$ cat config.mk
export PLATFORM = sky130hd
export DESIGN_NAME = pam4_sym_mapper
export DESIGN_NICKNAME = d
export VERILOG_FILES = /design/src/rtl/pam4_map_pkg.sv /design/src/rtl/pam4_prbs_src.sv /design/src/rtl/pam4_code_stage.sv /design/src/rtl/pam4_msb_skew.sv /design/src/rtl/pam4_sym_mapper.sv
export SDC_FILE = /design/constraint.sdc
export NUM_CORES = 1
export LEC_CHECK = 0
export ABC_CLOCK_PERIOD_IN_PS = 2100
export BUFFER_PORTS_ARGS = -buffer_cell sky130_fd_sc_hd__clkbuf_2
export CAP_MARGIN = 20
export CORE_ASPECT_RATIO = 2
export CORE_UTILIZATION = 52
export CTS_CLUSTER_DIAMETER = 50
export CTS_CLUSTER_SIZE = 16
export DETAILED_ROUTE_END_ITERATION = 10
export PLACE_DENSITY = 0.74
export SETUP_SLACK_MARGIN = 0.1
export SLEW_MARGIN = 20
export SYNTH_ARGS = -nofsm -noshare
export SYNTH_HDL_FRONTEND = slang
export SYNTH_SLANG_ARGS = --single-unit
$ cat constraint.sdc
create_clock -name clk -period 2.1 [get_ports clk]
set_input_delay 0.21 -clock clk [delete_from_list [all_inputs] [get_ports clk]]
set_output_delay 0.21 -clock clk [all_outputs]
set_load 0.01 [all_outputs]
$ cat src/rtl/pam4_map_pkg.sv
package pam4_map_pkg;

  typedef struct packed {
    logic msb;
    logic lsb;
  } lane_pair_t;

  typedef struct packed {
    logic inv_msb_pre;
    logic inv_lsb_pre;
    logic gray_en;
    logic prec_en;
    logic inv_msb_post;
    logic inv_lsb_post;
  } code_cfg_t;

  // Gray level from a lane pair: 00->0, 01->1, 11->2, 10->3
  function automatic logic [1:0] gray_level(lane_pair_t p);
    return {p.msb, p.msb ^ p.lsb};
  endfunction

endpackage

$ cat src/rtl/pam4_prbs_src.sv
module pam4_prbs_src #(
  parameter int LEN  = 31,
  parameter int TAP  = 28,
  parameter int BITS = 2
) (
  input  logic            clk,
  input  logic            rst_n,
  input  logic            advance,
  output logic [BITS-1:0] bits
);
  logic [LEN-1:0] state, nxt;

  always_comb begin
    logic [LEN-1:0] t;
    logic b;
    t = state;
    bits = '0;
    for (int i = 0; i < BITS; i++) begin
      b = t[LEN-1] ^ t[TAP-1];
      bits[BITS-1-i] = b;
      t = {t[LEN-2:0], b};
    end
    nxt = t;
  end

  always_ff @(posedge clk) begin
    if (!rst_n)       state <= '1;
    else if (advance) state <= nxt;
  end

  always @(posedge clk)
    if (rst_n) AST_PRBS_LIVE: assert (state != '0);

  AST_PRBS_HOLD: assert property (@(posedge clk) disable iff (!rst_n)
    !advance |=> $stable(state));
endmodule

$ cat src/rtl/pam4_code_stage.sv
module pam4_code_stage
  import pam4_map_pkg::*;
(
  input  logic       clk,
  input  logic       rst_n,
  input  logic       advance,
  input  logic       clr,
  input  code_cfg_t  cfg,
  input  lane_pair_t pair_in,
  output logic [1:0] level_out
);
  lane_pair_t pre;
  logic [1:0] g, p, mem;

  always_comb begin
    pre.msb = pair_in.msb ^ cfg.inv_msb_pre;
    pre.lsb = pair_in.lsb ^ cfg.inv_lsb_pre;
    g = cfg.gray_en ? gray_level(pre) : {pre.msb, pre.lsb};
    p = cfg.prec_en ? (g - mem) : g;
    level_out = p ^ {cfg.inv_msb_post, cfg.inv_lsb_post};
  end

  always_ff @(posedge clk) begin
    if (!rst_n || clr)              mem <= '0;
    else if (advance && cfg.prec_en) mem <= p;
  end

  AST_PREC_HOLD: assert property (@(posedge clk) disable iff (!rst_n)
    (!clr && !(advance && cfg.prec_en)) |=> $stable(mem));
  AST_PREC_CLEAR: assert property (@(posedge clk) disable iff (!rst_n)
    clr |=> (mem == 2'd0));
endmodule

$ cat src/rtl/pam4_msb_skew.sv
module pam4_msb_skew #(
  parameter int SKEW_MAX = 15,
  localparam int SKEW_W  = $clog2(SKEW_MAX + 1)
) (
  input  logic              clk,
  input  logic              rst_n,
  input  logic              shift,
  input  logic              msb_in,
  input  logic [SKEW_W-1:0] skew_in,
  input  logic              skew_load,
  output logic              msb_out
);
  logic [SKEW_W-1:0] active;
  logic [SKEW_MAX-1:0] hist;
  logic [SKEW_W-1:0] idx;

  always_ff @(posedge clk) begin
    if (!rst_n) active <= '0;
    else if (skew_load)
      active <= (skew_in > SKEW_W'(SKEW_MAX)) ? SKEW_W'(SKEW_MAX) : skew_in;
  end

  generate
    for (genvar i = 0; i < SKEW_MAX; i++) begin : g_tap
      always_ff @(posedge clk) begin
        if (!rst_n)     hist[i] <= 1'b0;
        else if (shift) hist[i] <= (i == 0) ? msb_in : hist[(i == 0) ? 0 : i-1];
      end
    end
  endgenerate

  always_comb begin
    idx = active - 1'b1;
    msb_out = (active == '0) ? msb_in : hist[idx];
  end

  AST_SKEW_SHADOW: assert property (@(posedge clk) disable iff (!rst_n)
    !skew_load |=> $stable(active));
  AST_SKEW_RANGE: assert property (@(posedge clk) disable iff (!rst_n)
    active <= SKEW_W'(SKEW_MAX));
endmodule

$ cat src/rtl/pam4_sym_mapper.sv
module pam4_sym_mapper
  import pam4_map_pkg::*;
#(
  parameter int SKEW_MAX = 15,
  localparam int SKEW_W  = $clog2(SKEW_MAX + 1)
) (
  input  logic              clk,
  input  logic              rst_n,
  input  logic              run,
  input  logic              inv_msb_pre,
  input  logic              inv_lsb_pre,
  input  logic              gray_en,
  input  logic              prec_en,
  input  logic              inv_msb_post,
  input  logic              inv_lsb_post,
  input  logic              prec_clr,
  input  logic [SKEW_W-1:0] skew_in,
  input  logic              skew_load,
  input  logic              out_ready,
  output logic              out_valid,
  output logic [1:0]        out_sym
);
  logic       fire;
  logic [1:0] raw;
  lane_pair_t pair;
  code_cfg_t  cfg;
  logic [1:0] coded;
  logic       msb_sk;

  assign fire = run && (!out_valid || out_ready);
  assign pair = '{msb: raw[1], lsb: raw[0]};
  assign cfg  = '{inv_msb_pre: inv_msb_pre, inv_lsb_pre: inv_lsb_pre,
                  gray_en: gray_en, prec_en: prec_en,
                  inv_msb_post: inv_msb_post, inv_lsb_post: inv_lsb_post};

  pam4_prbs_src #(.LEN(31), .TAP(28), .BITS(2)) u_src (
    .clk(clk), .rst_n(rst_n), .advance(fire), .bits(raw));

  pam4_code_stage u_code (
    .clk(clk), .rst_n(rst_n), .advance(fire), .clr(prec_clr),
    .cfg(cfg), .pair_in(pair), .level_out(coded));

  pam4_msb_skew #(.SKEW_MAX(SKEW_MAX)) u_skew (
    .clk(clk), .rst_n(rst_n), .shift(fire), .msb_in(coded[1]),
    .skew_in(skew_in), .skew_load(skew_load), .msb_out(msb_sk));

  always_ff @(posedge clk) begin
    if (!rst_n) begin
      out_valid <= 1'b0;
      out_sym   <= 2'd0;
    end else if (fire) begin
      out_valid <= 1'b1;
      out_sym   <= {msb_sk, coded[0]};
    end else if (out_ready) begin
      out_valid <= 1'b0;
    end
  end

  AST_STALL_HOLD: assert property (@(posedge clk) disable iff (!rst_n)
    (out_valid && !out_ready) |=> (out_valid && $stable(out_sym)));
  AST_IDLE_QUIET: assert property (@(posedge clk) disable iff (!rst_n)
    (!run && !out_valid) |=> !out_valid);
  AST_FIRE_VALID: assert property (@(posedge clk) disable iff (!rst_n)
    run |=> out_valid);
endmodule

# == Yosys cells after proc, flatten, opt, wreduce, memory -nomap -nowiden ==
# Cells that the tools add are included.
# Widths: inputs -> output; s select.
# op_classes
eq_ne,0
n_addsub,2
shift,0
div,0
mul,0
bitwise,6
n_lt_le_gt_ge,2
mux,8
n_reduce_logical,8
# ops
operator,count
$lt 4x5->1 const B,1
$mux 1,5
$xor 1x1->1,5
$bmux 1 s4,1
$gt 4x4->1 const B,1
$logic_not 4->1,1
$mux 4,1
$sub 4x1->4 const B,1
$logic_and 1x1->1,2
$logic_not 1->1,2
$logic_or 1x1->1,2
$mux 2,1
$reduce_bool 2->1,1
$sub 2x2->2,1
$xor 2x2->2,1
# totals
elab_cells,46
ramBits,0
regBits,55
in_bits,16
romBits,0
out_inout_bits,3
n_memories,0
latch_bits,0

# == Longest topological paths before layout ==
# Gate-level depths: netlist of run 1.
# logic_depth
ltp_word,8
mapped_depth,9
mapped_depth_nobuf,9

# == Cells and area by module ==
# A second synthesis of run 1 with hierarchy kept.
# unflattened
cells_unflattened,221
hier_area_um2,2437.3
# modules_own_cells
module,area_per_inst_um2,n_inst,seq_area_each_um2,cells_each
pam4_prbs_src,1157.4,1,620.6,103
pam4_msb_skew,933.4,1,380.4,83
pam4_code_stage,216.5,1,40.0,23
pam4_sym_mapper,130.1,1,60.1,12

# == Worst setup path after synthesis of run 1 ==
# No wires, ideal clock.
# synth_timing
kind,register to register
startpoint,reg u_src.state[27]
endpoint,reg out_sym[0]
setup_time_ns,0.122
t_required_ns,1.978
slack_ns,0.073
synth_period_minus_slack_ns,2.027
n_path_buf,0
t_arrival_ns,1.905
path_stages_with_launch,9
path_cell_list,dfxtp_1 -> xor3_2 -> nand2_2 -> xnor2_2 -> ha_1 -> xnor2_1 -> nand3_1 -> nand2_1 -> a221o_1
# synth_via
elab_chain_cells,7
# synth_rtl
item,line_no,text
from (decl),pam4_prbs_src.sv:11,"logic [LEN-1:0] state, nxt;"
from (signal assigned),pam4_prbs_src.sv:28,else if (advance) state <= nxt;
$xor 1x1->1 *,pam4_prbs_src.sv:19,b = t[LEN-1] ^ t[TAP-1];
$xor 1x1->1 *,pam4_code_stage.sv:16,pre.msb = pair_in.msb ^ cfg.inv_msb_pre;
$xor 1x1->1 *,pam4_map_pkg.sv:19,"return {p.msb, p.msb ^ p.lsb};"
$mux 1 *,pam4_code_stage.sv:18,"g = cfg.gray_en ? gray_level(pre) : {pre.msb, pre.lsb};"
$sub 2x2->2,pam4_code_stage.sv:19,p = cfg.prec_en ? (g - mem) : g;
$mux 2 *,pam4_code_stage.sv:19,
$xor 2x2->2 *,pam4_code_stage.sv:20,"level_out = p ^ {cfg.inv_msb_post, cfg.inv_lsb_post};"
to (signal assigned),pam4_sym_mapper.sv:53,"out_sym <= {msb_sk, coded[0]};"
to (decl),pam4_sym_mapper.sv:21,output logic [1:0] out_sym
# Mark *: on every way between the ends. The rest lies on a longest branch, timed or not.
# A chain may end at the register's enable or synchronous reset.

# == Worst setup path in the final report of run 1 ==
# layout_timing
startpoint,reg u_src.state[30]
endpoint,reg out_sym[1]
# layout_via
elab_chain_cells,8
# layout_rtl
item,line_no,text
$xor 1x1->1 *,pam4_prbs_src.sv:19,
$xor 1x1->1 *,pam4_code_stage.sv:16,
$xor 1x1->1,pam4_map_pkg.sv:19,
$mux 1,pam4_code_stage.sv:18,
$sub 2x2->2,pam4_code_stage.sv:19,
$mux 2 *,pam4_code_stage.sv:19,
$xor 2x2->2 *,pam4_code_stage.sv:20,
$mux 1 *,pam4_msb_skew.sv:34,msb_out = (active == '0) ? msb_in : hist[idx];
# Marked as above.

==> results.py, run 1 <==
metrics = {
    "timing": {
        "tightestPinTransition_ns": 0.5846,
        "clock_skew_ns": 0.009379,
        "finalHoldViolations": 0,
        "slew_headroom_pct": 61.02,
        "timing.fmax_mhz": 511.7,
        "rsz0062_at_grt": "true",
        "period_minus_slack_ns": 1.954,
        "setup_viol": 0,
        "slew_viol_final": 0,
        "fin_crit_sh_pct": 93.07,
    },
    "global_routing": {
        "grt_pass1_vias": 1706,
        "grt_pass1_wl_um": 7224,
        "grt_max_degree": 48,
        "grt_use_total_pct": 19.90,
        "antenna_found_initial": 0,
        "grt_overflow_total": 0,
    },
    "clock_tree": {
        "clkSinkCount": 55,
        "holdBufCountCts": 0,
        "cts_root_buf": "clkbuf_8",
        "cts_max_level": 2,
        "cts_tree": "yes",
        "clkTransAtPathRegs_ns": 0.10,
        "clock_path_buffers": 2,
        "clk_latency_ns": 0.31,
        "cts_made_buffers": 5,
    },
    "run_status": {
        "status": "finished, final reports clean",
    },
    "placement": {
        "port_buffers": 18,
        "placed_cell_area_um2": 2437,
        "place.gp.congestion": 0.7556,
        "place_hpwl_um": 2817,
    },
    "synth": {
        "yosysWarnings": 0,
        "synthXorXnorAreaFrac_pct": 6.260,
        "synthCells": 270,
        "syn_avg_cell_area_um2": 8.513,
        "synth_top_family_by_area": "simple AND/OR/NAND/NOR gates",
        "synth_mux_area_share_pct": 5.553,
        "ys_types": 31,
        "synth_edf_count": 0,
        "synth_most_common_cell": "nand2_1",
        "synth_area_um2": 2298,
        "synth_compound_area_share_pct": 8.165,
        "synthArstFlopShare_pct": 0,
        "synthTopCellsByArea": "dfxtp_1 48%, nand2_1 16%, nand3_1 7.2%",
        "synthFlopType": "dfxtp_1",
        "yosysTopAreaCell": "dfxtp_1",
        "syn_nets": 289,
        "ys_seq_elements": 55,
        "synthTopCellsByCount": "95 x nand2_1, 55 x dfxtp_1, 33 x nand3_1",
        "synth_fa_ha_area_share_pct": 1.633,
        "synth_simple_gate_area_share_pct": 26.78,
        "yosys.area.top_type_share_pct": 47.90,
        "ys_seq_area_share_pct": 47.90,
    },
    "layout": {
        "final_cell_area_um2": 2549,
        "nNetsFinal": 302,
        "area.growth.synth_to_final_pct": 10.89,
        "layout-drive-gt1-share_pct": 14.79,
        "n_antenna_cell": 0,
        "fillers": 403,
        "post-route-util_pct": 61.12,
    },
    "power": {
        "seqPwrFrac_pct": 55.6,
        "p_sw_mw": 0.5575,
        "p_total_mw": 2.054,
        "clkPwrFrac_pct": 28.8,
        "power_density_nw_per_um2": 806.1,
        "p_int_mw": 1.497,
        "switching_share_pct": 27.14,
        "pwr-share-comb_pct": 15.6,
        "irDropWorstVdd_uv": 628.0,
        "leakagePower_nw": 1.115,
    },
    "job": {
        "cap_violations": 0,
    },
    "route": {
        "dr.first_iter.drc_count": 29,
        "avgViaCountPerCell": 5.307,
        "ant_nets": 0,
        "num_vias": 1783,
        "drc": 0,
        "routed_wl_um": 4044,
        "wl_per_cell_um": 12.04,
        "first_pass_iters": 4,
    },
    "worst_setup_path": {
        "crit_path_end_kind": "flip-flop",
        "critPathRequiredTime_ns": 2.31,
        "cp_max_fo": 3,
        "start_kind": "flip-flop",
        "worstPathArrival_ns": 2.16,
        "crit_type": "flip-flop to flip-flop",
    },
    "floorplanning": {
        "die_h_um": 96.02,
        "core_um2": 4170,
        "row_count": 33,
        "die-area_um2": 4706,
        "ios": 19,
        "die_width_um": 49.01,
        "initial_core_util_pct": 55.12,
    },
    "min_path": {
        "hold_path_class": "primary input to flip-flop",
    },
}
worst paths after layout:
path	startpoint	endpoint	slack, ns	cells past startpoint
max	u_src.state[30]	out_sym[1]	0.15	9
max reg2reg	u_src.state[30]	out_sym[1]	0.15	9
min	run	out_valid	0.15	3
min reg2reg	u_src.state[23]	u_src.state[25]	0.47	2
power groups by stage:
stage / clock [mW] / combinational (mW) / sequential, mW
after global routing: 0.650 / 0.360 / 1.15
after CTS: 0.614 / 0.315 / 1.14
after floorplan: 0 / 0.234 / 1.16
final: 0.592 / 0.320 / 1.14
after detailed placement: 0 / 0.313 / 1.17
after global placement: 0 / 0.308 / 1.16
critical path, stage by stage (launching register included):
cell and delay, ns:
dfxtp_2 0.35, xor3_2 0.39, nand2_2 0.10, xnor2_2 0.12, ha_2 0.21, xor2_1 0.14
nand2_1 0.07, xor3_1 0.21, nand4_1 0.10, o2111a_1 0.15
cell type report:
type	count	area, µm²	share of cell area (%)
flip-flops and latches	55	1102	43.25
multi-input cells	193	1122	44.04
clock buffers	5	68.82	2.700
clock inverters	3	23.77	0.9327
inverters	3	11.26	0.4418
well taps	52	65.06	2.553
repair buffers	25	155.1	6.087
repair_timing:
item | in CTS | in global routing
setup endpoints to repair | 2 | 2
buffers inserted | 0 | 1
gates resized for setup | 1 | 2
pin swaps | 0 | 2
metrics by stage:
step	hold WS (ns)	setup TNS [ns]	worst slack, ns	instances
floorplan	0.3247	0	0.1732	270
global placement	0.4480	0	0.1418	327
detailed placement	0.4578	0	0.07090	327
CTS	0.1399	0	0.1046	335
global route	0.1700	-0.0001732	-0.0001732	336
finish	0.1459	0	0.1456	336
metal layers:
metal  global-route usage [%]  vias to the layer above  routed length [µm]
met2                    37.96                       14                2198
li1                         -                      915                   -
met3                    3.633                        6                  53
met4                    10.54                        0                  89
met5                        0                        -                   0
met1                    20.08                      848                1702
state kept, by name (all words and copies together) (netlist names):
| register | flops |
|---|---|
| u_code.mem | 2 |
| u_skew.active | 4 |
| out_valid | 1 |
| out_sym | 2 |
| u_skew.hist | 15 |
| u_src.state | 31 |
cell usage in the layout (no fill, tap or decap), types with 2 or more instances in the layout:
cell type and instances:
nor2b_1 4, a21boi_0 15, dfxtp_1 54, nand2b_1 3, clkbuf_2 18, xor2_1 5
mux2i_1 6, buf_4 6, clkinvlp_4 2, nand3_1 33, a21oi_1 2, nand2_1 95
mux4_2 3, inv_1 3, o211ai_1 4, ha_1 2, clkbuf_8 5, nor2_1 2
nor3_1 2, xnor2_1 3
cells by family after synthesis:
kind of cell / Yosys count
DFF: 55
xor gates and xnor gates: 12
muxes: 9
adders and majority gates: 3
and+or+nand+nor: 144
buffers and inverters: 22
AOI/OAI and AO/OA: 25
(Power assumes the default switching activity.)
==> run 2, diff against run 1 <==
--- a/config.mk
+++ b/config.mk
@@ -5,15 +5,16 @@
 export SDC_FILE = /design/constraint.sdc
 export NUM_CORES = 1
 export LEC_CHECK = 0
+export ABC_AREA = 1
 export ABC_CLOCK_PERIOD_IN_PS = 2100
 export BUFFER_PORTS_ARGS = -buffer_cell sky130_fd_sc_hd__clkbuf_2
 export CAP_MARGIN = 20
 export CORE_ASPECT_RATIO = 2
-export CORE_UTILIZATION = 52
+export CORE_UTILIZATION = 53
 export CTS_CLUSTER_DIAMETER = 50
 export CTS_CLUSTER_SIZE = 16
 export DETAILED_ROUTE_END_ITERATION = 10
-export PLACE_DENSITY = 0.74
+export PLACE_DENSITY = 0.75
 export SETUP_SLACK_MARGIN = 0.1
 export SLEW_MARGIN = 20
 export SYNTH_ARGS = -nofsm -noshare
==> results.py, run 2 <==
metrics = {
    "run_status": {
        "status": "finished, final reports clean",
    },
    "job": {
        "cap_violations": 0,
    },
    "synth": {
        "ys_seq_elements": 55,
        "ys_seq_area_share_pct": 47.49,
        "syn_avg_cell_area_um2": 7.200,
        "synthTopCellsByArea": "dfxtp_1 47%, nand2_1 14%, nand3_1 8.9%",
        "syn_nets": 341,
        "ys_types": 23,
        "synthArstFlopShare_pct": 0,
        "synth_edf_count": 0,
        "synth_most_common_cell": "nand2_1",
        "synthCells": 322,
        "synthFlopType": "dfxtp_1",
        "synthTopCellsByCount": "84 x nand2_1, 55 x dfxtp_1, 46 x nor2_1",
        "yosysTopAreaCell": "dfxtp_1",
        "synth_area_um2": 2318,
        "yosys.area.top_type_share_pct": 47.49,
        "yosysWarnings": 0,
    },
    "timing": {
        "setup_viol": 0,
        "tightestPinTransition_ns": 0.4169,
        "slew_headroom_pct": 72.17,
        "totalNegativeSetupSlack_ns": 0,
        "finalHoldViolations": 0,
        "rsz0062_at_grt": "false",
        "clock_skew_ns": 0.01211,
        "timing.fmax_mhz": 528.9,
        "fin_crit_sh_pct": 90.04,
        "whs_ns": 0.1417,
        "slew_viol_final": 0,
        "period_minus_slack_ns": 1.891,
    },
    "floorplanning": {
        "die_h_um": 95.54,
        "initial_core_util_pct": 56.15,
        "ios": 19,
        "die-area_um2": 4659,
        "core_um2": 4129,
        "die_width_um": 48.77,
        "row_count": 33,
    },
    "worst_setup_path": {
        "start_kind": "flip-flop",
        "max_stage_delay_ns": 0.35,
        "worstPathCellList": "inv_2 > nand2_2 > nand3_2 > nand2_2 > nor2_2 > nand2_2 > nand2_1 > ha_2 > nor2_2 > nor2_2 > nand2_1 > nand2_1 > nand2_1 > nand2_1 > nand3_1 > o211ai_1 > inv_1",
        "crit_type": "flip-flop to flip-flop",
        "crit_path_end_kind": "flip-flop",
        "cp_slowest_cell": "dfxtp_2",
        "worstPathArrival_ns": 2.10,
        "cp_max_fo": 4,
        "crit_top_cell": "nand2_1",
        "critPathRequiredTime_ns": 2.31,
    },
    "layout": {
        "nNetsFinal": 362,
        "top_regs": "u_src.state (31), u_skew.hist (15), u_skew.active (4)",
        "final_cell_area_um2": 2663,
        "largest_register_ffs": 31,
        "mostFrequentLayoutCell": "nand2_1",
        "area.growth.synth_to_final_pct": 14.84,
        "n_antenna_cell": 0,
        "final_cell_mix": "79 x nand2_1, 51 x dfxtp_1, 41 x nor2_1",
        "layout-drive-gt1-share_pct": 19.77,
        "regMostFlops": "u_src.state",
    },
    "route": {
        "num_vias": 2050,
        "drc": 0,
        "wl_per_cell_um": 12.03,
        "avgViaCountPerCell": 5.177,
        "ant_nets": 0,
        "dr.first_iter.drc_count": 42,
        "first_pass_iters": 4,
        "routed_wl_um": 4763,
    },
    "global_routing": {
        "grt_pass1_vias": 1882,
        "busiest_layer": "met2",
        "use_met1_pct": 23.18,
        "grt_max_degree": 46,
        "antenna_found_initial": 0,
        "use_met2_pct": 40.28,
        "grt_pass1_wl_um": 7838,
        "use_met3_pct": 2.871,
        "grt_use_total_pct": 21.65,
        "grt_overflow_total": 0,
    },
    "power": {
        "irDropWorstVdd_uv": 723.2,
        "p_total_mw": 2.182,
        "power_density_nw_per_um2": 819.7,
        "leakagePower_nw": 1.280,
    },
    "clock_tree": {
        "clkTransAtPathRegs_ns": 0.09,
        "cts_tree": "yes",
        "clkSinkCount": 55,
        "clock_path_buffers": 2,
        "cts_root_buf": "clkbuf_8",
        "cts_max_level": 2,
        "cts_made_buffers": 5,
        "clk_latency_ns": 0.32,
    },
    "placement": {
        "place_hpwl_um": 3084,
        "placed_cell_area_um2": 2450,
        "port_buffers": 18,
        "place.gp.congestion": 0.7621,
    },
    "min_path": {
        "hold_path_class": "primary input to flip-flop",
    },
}
[run 2: cell count changes in the layout (fill, tap and decap cells not counted), sizes merged, moves of 3 or more]
cell / before / now
buf: 7 / 12
a21oi: 2 / 9
nor2: 2 / 46
o21ai: 1 / 28
nand3: 33 / 44
inv: 4 / 23
a21boi: 15 / 0
xor2: 6 / 1
nand2: 96 / 86
nand2b: 3 / 0
mux2i: 6 / 0
nor2b: 4 / 0
mux4: 3 / 0
[run 2: routing by layer]
metal	wire [µm]	vias up
li1	-	1077
met1	2076	948
met2	2505	17
met3	75	8
met4	106	0
met5	0	-
[run 2: stage by stage]
| step | setup slack [ns] | util, % | instances |
|---|---|---|---|
| floorplan | 0.4503 | - | 322 |
| global placement | 0.3434 | 59.33 | 381 |
| detailed placement | 0.2577 | 59.33 | 381 |
| CTS | 0.2395 | 61.73 | 389 |
| global route | 0.03242 | 64.48 | 396 |
| finish | 0.2093 | 64.48 | 396 |
[run 2: critical path, delay by kind of cell, from the launching register on]
kind	cells	cell delay [ns]
and+or+nand+nor	13	1.01
DFF	1	0.35
adders and majority gates	1	0.18
buffers and inverters	2	0.14
AOI/OAI and AO/OA	1	0.10
[run 2: power breakdown]
group | total (mW) | internal (mW) | switching [mW]
Combinational | 0.379 | 0.157 | 0.222
Clock | 0.628 | 0.270 | 0.358
Sequential | 1.18 | 1.12 | 0.0519
[run 2: path summary, 6_finish.rpt]
path | startpoint | end | slack [ns] | cells after the start
max | u_src.state[27] | u_skew.hist[0] | 0.21 | 17
min | prec_clr | u_code.mem[1] | 0.14 | 4
max reg2reg | u_src.state[27] | u_skew.hist[0] | 0.21 | 17
min reg2reg | u_src.state[9] | u_src.state[11] | 0.46 | 2
[run 2: final cells by class]
type | count | area (µm²)
clock inverters | 2 | 16.27
clock buffers | 6 | 82.58
repair buffers | 30 | 192.7
flip-flops and latches | 55 | 1111
fillers | 387 | 1466
inverters | 23 | 88.84
multi-input cells | 228 | 1106
well taps | 52 | 65.06
[run 2: timing repair]
item                       in CTS  in global routing
hold buffers                    0                  0
setup endpoints to repair       0                  2
buffers inserted                0                  7
hold endpoints to repair        0                  0
resized for setup               0                 22
[run 2: logic make-up (layout without fill, tap and decap cells)]
family / Yosys count / in the layout / synth area share (%)
buffers and inverters: 39 / 61 / 7.015
adder cells (fa/ha/maj): 3 / 3 / 1.619
flip-flops: 55 / 55 / 47.49
AO/OA/AOI/OAI: 43 / 43 / 10.09
AND/OR/NAND/NOR: 179 / 179 / 32.65
XOR/XNOR: 3 / 3 / 1.134
